--- src/rtl/exc_vec_pkg.sv ---
package exc_vec_pkg;
  localparam int SRC_N    = 6;
  localparam int SRC_RST  = 0;
  localparam int SRC_MCHK = 1;
  localparam int SRC_DACC = 2;
  localparam int SRC_IACC = 3;
  localparam int SRC_EXT  = 4;
  localparam int SRC_DEC  = 5;

  localparam int ST_W  = 3;
  localparam int ST_IP = 2;
  localparam int ST_EE = 1;
  localparam int ST_RI = 0;

  function automatic logic [11:0] vec_offset(input logic [2:0] idx);
    case (idx)
      3'd0:    vec_offset = 12'h100;
      3'd1:    vec_offset = 12'h200;
      3'd2:    vec_offset = 12'h300;
      3'd3:    vec_offset = 12'h400;
      3'd4:    vec_offset = 12'h500;
      3'd5:    vec_offset = 12'h900;
      default: vec_offset = 12'h100;
    endcase
  endfunction
endpackage

--- src/rtl/exc_pend_arb.sv ---
module exc_pend_arb #(
  parameter int N = exc_vec_pkg::SRC_N
) (
  input  logic         clk,
  input  logic         rst_n,
  input  logic [N-1:0] req,
  input  logic         ee,
  input  logic         hold,
  input  logic [N-1:0] clr,
  output logic [N-1:0] grant,
  output logic         grant_any
);
  logic [N-1:0] pend;
  logic [N-1:0] elig;

  // Hard reset leaves the reset source pending so the core starts at its vector.
  always_ff @(posedge clk) begin
    if (!rst_n) pend <= N'(1);
    else        pend <= (pend & ~clr) | req;
  end

  for (genvar i = 0; i < N; i++) begin : g_elig
    localparam bit MASKABLE = (i == exc_vec_pkg::SRC_EXT) || (i == exc_vec_pkg::SRC_DEC);
    if (MASKABLE) begin : g_m
      assign elig[i] = pend[i] & ee & ~hold;
    end else begin : g_u
      assign elig[i] = pend[i] & ~hold;
    end
  end

  always_comb begin
    logic found;
    found = 1'b0;
    grant = '0;
    for (int i = 0; i < N; i++) begin
      if (elig[i] && !found) begin
        grant[i] = 1'b1;
        found    = 1'b1;
      end
    end
  end

  assign grant_any = |grant;

  AST_GRANT_ONEHOT: assert property (@(posedge clk) disable iff (!rst_n)
    $onehot0(grant));
  AST_MASK_BY_EE: assert property (@(posedge clk) disable iff (!rst_n)
    !ee |-> !grant[exc_vec_pkg::SRC_EXT] && !grant[exc_vec_pkg::SRC_DEC]);
  AST_EXT_HELD: assert property (@(posedge clk) disable iff (!rst_n)
    (pend[exc_vec_pkg::SRC_EXT] && !clr[exc_vec_pkg::SRC_EXT]) |=> pend[exc_vec_pkg::SRC_EXT]);
endmodule

--- src/rtl/exc_ctx.sv ---
module exc_ctx #(
  parameter int ADDR_W = 32
) (
  input  logic                        clk,
  input  logic                        rst_n,
  input  logic                        cfg_prefix,
  input  logic                        take,
  input  logic                        rfi_go,
  input  logic                        wr_go,
  input  logic [exc_vec_pkg::ST_W-1:0] wr_data,
  input  logic [ADDR_W-1:0]           nia,
  output logic [exc_vec_pkg::ST_W-1:0] msr,
  output logic [ADDR_W-1:0]           srr0,
  output logic [exc_vec_pkg::ST_W-1:0] srr1
);
  import exc_vec_pkg::*;

  always_ff @(posedge clk) begin
    if (!rst_n) begin
      msr  <= {cfg_prefix, 1'b0, 1'b0};
      srr0 <= '0;
      srr1 <= '0;
    end else if (take) begin
      srr0       <= nia;
      srr1       <= msr;
      msr[ST_EE] <= 1'b0;
      msr[ST_RI] <= 1'b0;
    end else if (rfi_go) begin
      msr <= srr1;
    end else if (wr_go) begin
      msr <= wr_data;
    end
  end

  AST_ENTRY_SAVE: assert property (@(posedge clk) disable iff (!rst_n)
    take |=> (srr0 == $past(nia)) && (srr1 == $past(msr)));
  AST_ENTRY_CLEAR: assert property (@(posedge clk) disable iff (!rst_n)
    take |=> !msr[ST_EE] && !msr[ST_RI] && (msr[ST_IP] == $past(msr[ST_IP])));
  AST_RFI_RESTORE: assert property (@(posedge clk) disable iff (!rst_n)
    rfi_go |=> msr == $past(srr1));
endmodule

--- src/rtl/exc_vector_unit.sv ---
module exc_vector_unit #(
  parameter int              ADDR_W  = 32,
  parameter logic [ADDR_W-1:0] HI_BASE = 32'hFFF0_0000
) (
  input  logic              clk,
  input  logic              rst_n,
  input  logic              cfg_prefix,
  input  logic              cfg_mc_stop,
  input  logic              req_soft_rst,
  input  logic              req_mchk,
  input  logic              req_dacc,
  input  logic              req_iacc,
  input  logic              req_ext,
  input  logic              req_dec,
  input  logic [ADDR_W-1:0] nia,
  input  logic              rfi,
  input  logic              msr_wr,
  input  logic [2:0]        msr_wdata,
  output logic              redir_valid,
  output logic [ADDR_W-1:0] redir_addr,
  output logic              checkstop,
  output logic [2:0]        msr_state,
  output logic [ADDR_W-1:0] srr0,
  output logic [2:0]        srr1
);
  import exc_vec_pkg::*;

  localparam int NSRC  = SRC_N;
  localparam int IDX_W = $clog2(NSRC);

  logic [NSRC-1:0]   req_vec, grant, clr;
  logic              grant_any, eff_mc, stop_now, take_ctx, rfi_go, wr_go;
  logic [IDX_W-1:0]  idx, eff_idx;
  logic [ADDR_W-1:0] vec_addr;
  logic [ST_W-1:0]   msr_q;

  assign req_vec = {req_dec, req_ext, req_iacc, req_dacc, req_mchk, req_soft_rst};

  exc_pend_arb #(.N(NSRC)) u_arb (
    .clk       (clk),
    .rst_n     (rst_n),
    .req       (req_vec),
    .ee        (msr_q[ST_EE]),
    .hold      (checkstop),
    .clr       (clr),
    .grant     (grant),
    .grant_any (grant_any)
  );

  always_comb begin
    idx = '0;
    for (int i = 0; i < NSRC; i++)
      if (grant[i]) idx = IDX_W'(i);
  end

  // Unrecoverable entry (RI clear) turns any non-reset source into a machine check.
  assign eff_mc   = grant[SRC_MCHK] | (grant_any & ~grant[SRC_RST] & ~msr_q[ST_RI]);
  assign eff_idx  = eff_mc ? IDX_W'(SRC_MCHK) : idx;
  assign stop_now = grant_any & eff_mc & cfg_mc_stop;
  assign take_ctx = grant_any & ~stop_now;
  assign clr      = grant_any ? grant : '0;
  assign rfi_go   = rfi & ~checkstop & ~grant_any;
  assign wr_go    = msr_wr & ~checkstop & ~grant_any & ~rfi;
  assign vec_addr = (msr_q[ST_IP] ? HI_BASE : '0) | ADDR_W'(vec_offset(3'(eff_idx)));

  exc_ctx #(.ADDR_W(ADDR_W)) u_ctx (
    .clk        (clk),
    .rst_n      (rst_n),
    .cfg_prefix (cfg_prefix),
    .take       (take_ctx),
    .rfi_go     (rfi_go),
    .wr_go      (wr_go),
    .wr_data    (msr_wdata),
    .nia        (nia),
    .msr        (msr_q),
    .srr0       (srr0),
    .srr1       (srr1)
  );

  always_ff @(posedge clk) begin
    if (!rst_n) begin
      redir_valid <= 1'b0;
      redir_addr  <= '0;
      checkstop   <= 1'b0;
    end else begin
      redir_valid <= 1'b0;
      if (stop_now) begin
        checkstop <= 1'b1;
      end else if (take_ctx) begin
        redir_valid <= 1'b1;
        redir_addr  <= vec_addr;
      end else if (rfi_go) begin
        redir_valid <= 1'b1;
        redir_addr  <= srr0;
      end
    end
  end

  assign msr_state = msr_q;

  AST_VEC_ALIGNED: assert property (@(posedge clk) disable iff (!rst_n)
    take_ctx |=> redir_valid && (redir_addr[7:0] == 8'h00));
  AST_ESCALATE_MC: assert property (@(posedge clk) disable iff (!rst_n)
    (grant_any && !grant[SRC_RST] && !msr_q[ST_RI] && !cfg_mc_stop)
      |=> redir_valid && (redir_addr[11:0] == 12'h200));
  AST_CHECKSTOP_STICKY: assert property (@(posedge clk) disable iff (!rst_n)
    checkstop |=> checkstop && !redir_valid);
  AST_CHECKSTOP_FREEZE: assert property (@(posedge clk) disable iff (!rst_n)
    checkstop |=> $stable(msr_state) && $stable(srr0));
endmodule

--- config.mk ---
export PLATFORM = sky130hd
export DESIGN_NAME = exc_vector_unit
export DESIGN_NICKNAME = d
export VERILOG_FILES = /design/src/rtl/exc_vec_pkg.sv /design/src/rtl/exc_pend_arb.sv /design/src/rtl/exc_ctx.sv /design/src/rtl/exc_vector_unit.sv
export SDC_FILE = /design/constraint.sdc
export NUM_CORES = 1
export LEC_CHECK = 0
export BUFFER_PORTS_ARGS = -buffer_cell sky130_fd_sc_hd__clkbuf_2
export CORE_ASPECT_RATIO = 1.5
export CORE_UTILIZATION = 30
export DETAILED_ROUTE_END_ITERATION = 8
export GPL_TIMING_DRIVEN = 0
export PLACE_DENSITY = 0.51
export SYNTH_ARGS = -nofsm -noshare
export SYNTH_HDL_FRONTEND = slang
export SYNTH_SLANG_ARGS = --single-unit
--- constraint.sdc ---
create_clock -name clk -period 3.3 [get_ports clk]
set_input_delay 0.99 -clock clk [delete_from_list [all_inputs] [get_ports clk]]
set_output_delay 0.99 -clock clk [all_outputs]
set_load 0.01 [all_outputs]
* Yosys cells after proc, flatten, opt, wreduce, memory -nomap -nowiden
Cells that the tools add are included.
Storage, ports and cells: bits in registers 78
Cells by class: eq/ne operators 7, muxes and demuxes 28, bitwise logic cells 30, reduce and logical (&&, ||, !) cells 17
Operators with widths (count):
- $mux 32 | 3
- $pmux 12 s5 | 1
- $or 32x12->32 | 1
- $mux 3 | 8
- $and 1x1->1 | 18
- $mux 1 | 14
- $not 1->1 | 7
- $and 6x6->6 | 1
- $eq 3x2->1 const B | 2
- $eq 3x3->1 const B | 2
- $mux 6 | 1
- $not 6->6 | 1
- $or 6x6->6 | 1
- $reduce_or 6->1 | 1
- $logic_and 1x1->1 | 5
- $logic_not 1->1 | 5
- $reduce_and 2->1 | 2
- $reduce_bool 2->1 | 2
- $reduce_or 2->1 | 2
- $eq 3x1->1 const B | 1
- $ne 3x1->1 const B | 1
- $mux 2 | 1
- $ne 2x2->1 const B | 1
- $or 1x1->1 | 1

* Depth between registers and ports, before layout
word-level depth 28, depth in mapped cells 6

* Modules after synthesis
From an unflattened synthesis, not the netlist that was laid out.
Unflattened totals: cells, all modules 331, area total of the unflattened synthesis 3196.8 sq um
By module, submodules not included:
- exc_ctx | times used 1, cells each 129, area an instance 1515.2 sq um, seq. area each 770.7 sq um
- exc_vector_unit | times used 1, cells each 171, area an instance 1398.8 sq um, seq. area each 680.7 sq um
- exc_pend_arb | times used 1, cells each 31, area an instance 282.8 sq um, seq. area each 120.1 sq um

* Worst setup path before layout
No wires, ideal clock.
kind input-to-reg, start point in cfg_mc_stop, end point reg redir_addr[22], arrival time 2.001 ns, data required time 3.175 ns, slack 1.174 ns, cell stages on the path 6, path through nor2b_1 -> a221o_1 -> buf_2 -> o21ai_1 -> buf_2 -> a31oi_1
Between the ends: word-level cells in the longest chain between the ends 5, elaborated cells on any way between the ends 6, classes of those cells mux (1); bitwise (3); reduce/logical (2)
RTL lines:
- start: declaration | line exc_vector_unit.sv:8 | input logic cfg_mc_stop,
- $and 1x1->1 * | line exc_vector_unit.sv:59 | assign stop_now = grant_any & eff_mc & cfg_mc_stop;
- $not 1->1 (no line) *
- $and 1x1->1 | line exc_vector_unit.sv:60 | assign take_ctx = grant_any & ~stop_now;
- $reduce_bool 2->1 (no line)
- $reduce_and 2->1 (no line)
- end signal: assignment | line exc_vector_unit.sv:91 | redir_addr <= vec_addr;
- end signal: assignment | line exc_vector_unit.sv:94 | redir_addr <= srr0;
- end: declaration | line exc_vector_unit.sv:20 | output logic [ADDR_W-1:0] redir_addr,
Mark *: on every way between the ends. The rest lies on a longest branch, timed or not. A chain may end at the register's enable or synchronous reset.

* Final worst setup path
start point in cfg_mc_stop, end point reg u_ctx.srr0[0]
Between the ends: word-level cells in the longest chain between the ends 3
RTL lines:
- $and 1x1->1 | line exc_vector_unit.sv:59
- $not 1->1 (no line)
- $and 1x1->1 | line exc_vector_unit.sv:60
- end signal: assignment | line exc_ctx.sv:24 | srr0 <= nia;
- end: declaration | line exc_ctx.sv:13 | output logic [ADDR_W-1:0] srr0,
Every way passes these cells.

==> metrics.yaml <==
status: "finished clean"
final_cell_mix: "nand2_1 (135), clkbuf_2 (117), dfxtp_1 (77), a21oi_1 (62)"
clock_path_buffers: 2
worst-setup-path-type: "in2reg"
required_ns: 3.56
avgSynthCellArea_um2: 8.06
cts.sinks: 78
crit_chain: "clkbuf_2 -> nor2b_1 -> a221oi_2 -> buf_2 -> nand2_1 -> a21oi_1"
area_delta_synth_final_pct: 34.8
antenna_cells: 0
synth-seq-cells: 78
drt_iter0_drc: 91
fin_crit_sh: 0.666
fp.dieH_um: 123
hpwlAfterDp_mm: 6.66
placed_area_mm2: 0.00366
utilization: 0.423
crit_buf_inv: 2
slew_headroom: 0.502
regArea_mm2: 0.00157
core-area_mm2: 0.00936
syn-num-nets: 411
initial_core_util: 0.314
post_drt_via_cell_ratio: 4.79
gp_congestion: 0.770
multi_input_area_mm2: 0.00123
cp_max_fo: 10
fmax_mhz: 455
hp-class: "reg2reg"
final_common_cell: "nand2_1"
peakVddDrop_uv: 295
rsz0062_at_grt: "false"
p_per_area_mw_per_mm2: 581
cts_buffers: 9
nets: 539
cts-hold-fix-buffers: 0
cts-root-buf: "clkbuf_16"
skew_ns: 0.00420
reg2reg_slack_ns: 1.20
grt_pass1_vias: 2708
detail-route-antenna-nets: 0
power_leakage_uw: 0.00177
ys_types: 36
h-tree-depth: 3
fillers: 1047
clock_latency_ns: 0.33
worst_pin_slew_ns: 0.746
rows: 43
end_kind: "flip-flop"
yosys_warnings: 0
overflow: 0
min_period_ns: 2.20
stdcell_area_mm2: 0.00396
wl_per_cell_um: 14.5
grt_pass1_wl_mm: 13.6
postCtsSetupRepairBufs: 0
ys.flop_type: "dfxtp_1"
crit_slowest_cell: "a221oi_2"
grt_antenna_before_repair: 0
drive_gt1_frac: 0.304
critPathTopFamily: "compound AO/OA/AOI/OAI gates"
io_pins: 119
firstDrtPassIters: 4
synth_edf_count: 1
chipWidth_um: 82.8
fin_setup_tns_ns: 0
max_stage_delay_ns: 0.65
hold_viol: 0
routed_wl_mm: 8.81
grt_usage: 0.184
tritoncts: "yes"
setup_viol: 0
dieArea_mm2: 0.0102
vias: 2916
path_clk_slew_ns: 0.06
io_buffers: 117
cts_resized: 0
synthArstFlopShare: 0
drv_slew: 0
yosysSeqAreaShare: 0.535
maxCapViolations: 0
start_kind: "input port"
synthCells: 364
grt_max_degree: 13
synth_area_mm2: 0.00294
arrival_ns: 2.45
drcViolationCount: 0
==> final timing paths <==
check / to / from / cells after the start
worst max-delay path: u_ctx.srr0[0]$_SDFFE_PN0P_ / cfg_mc_stop / 6
worst min-delay path: redir_addr[17]$_SDFFE_PN0P_ / redir_addr[17]$_SDFFE_PN0P_ / 2
worst max register to register: u_ctx.msr[2]$_DFFE_PP_ / u_arb.pend[2]$_SDFF_PN0_ / 5
worst min register to register: redir_addr[17]$_SDFFE_PN0P_ / redir_addr[17]$_SDFFE_PN0P_ / 2
==> cell usage after synthesis, types with 2 or more instances <==
library cell | count | area [um^2]
dfxtp_1 | 77 | 1540
o21a_1 | 2 | 15.0
a31oi_1 | 14 | 87.6
nor3b_1 | 2 | 15.0
o21ai_0 | 2 | 10.0
a21oi_1 | 62 | 310
nor2_1 | 10 | 37.5
nand3b_1 | 2 | 15.0
nand2_1 | 135 | 507
inv_1 | 4 | 15.0
buf_2 | 14 | 70.1
buf_4 | 2 | 15.0
nor2b_1 | 2 | 12.5
o22ai_1 | 4 | 25.0
clkbuf_1 | 9 | 33.8
mux2i_1 | 3 | 30.0
==> sequential cells by signal, summed over array words and instances (netlist names) <==
| signal | cells |
|---|---|
| checkstop | 1 |
| redir_addr | 32 |
| redir_valid | 1 |
| u_arb.pend | 6 |
| u_ctx.msr | 3 |
| u_ctx.srr0 | 32 |
| u_ctx.srr1 | 3 |
==> worst min-delay path, cell delays in order (launching register included) <==
cell and delay [ns]:
dfxtp_1 0.31, nand2_1 0.05, a21oi_1 0.05
==> routing by layer <==
metal	up-vias	GRT usage	wire [um]
met5	-	0	0
met4	0	0.0948	234
met3	17	0.0266	395
met2	81	0.319	4670
met1	1336	0.213	3520
li1	1482	-	-
==> layout make-up <==
cell class | instances | area share
flip-flops and latches | 78 | 0.397
clock inverters | 3 | 0.00379
repair buffers | 117 | 0.148
inverters | 5 | 0.00474
well taps | 112 | 0.0354
clock buffers | 13 | 0.0711
plain buffers | 25 | 0.0300
multi-input cells | 256 | 0.310
==> report_power, final <==
group          switching, uW  total [uW]  internal (uW)
clock network            369         961            592
logic                    169         284            115
registers               49.4        1060           1010
==> logic make-up after synthesis <==
kind of cell | count (synthesis) | share of synthesized area
AND/OR/NAND/NOR | 160 | 0.227
buffers and inverters | 30 | 0.0469
multiplexers | 3 | 0.0102
flip-flops | 78 | 0.535
AO/OA/AOI/OAI | 93 | 0.181
==> through the flow <==
stage	worst slack (ns)	hold slack [ns]	power (uW)	cells
after floorplan	1.17	0.481	1230	364
after global placement	0.735	0.442	1360	593
after detailed placement	0.720	0.447	1370	593
after CTS	1.06	0.455	2330	609
after global routing	0.918	0.475	2410	609
final	1.10	0.455	2300	609
Note: power is estimated with default switching activity, not from simulation.
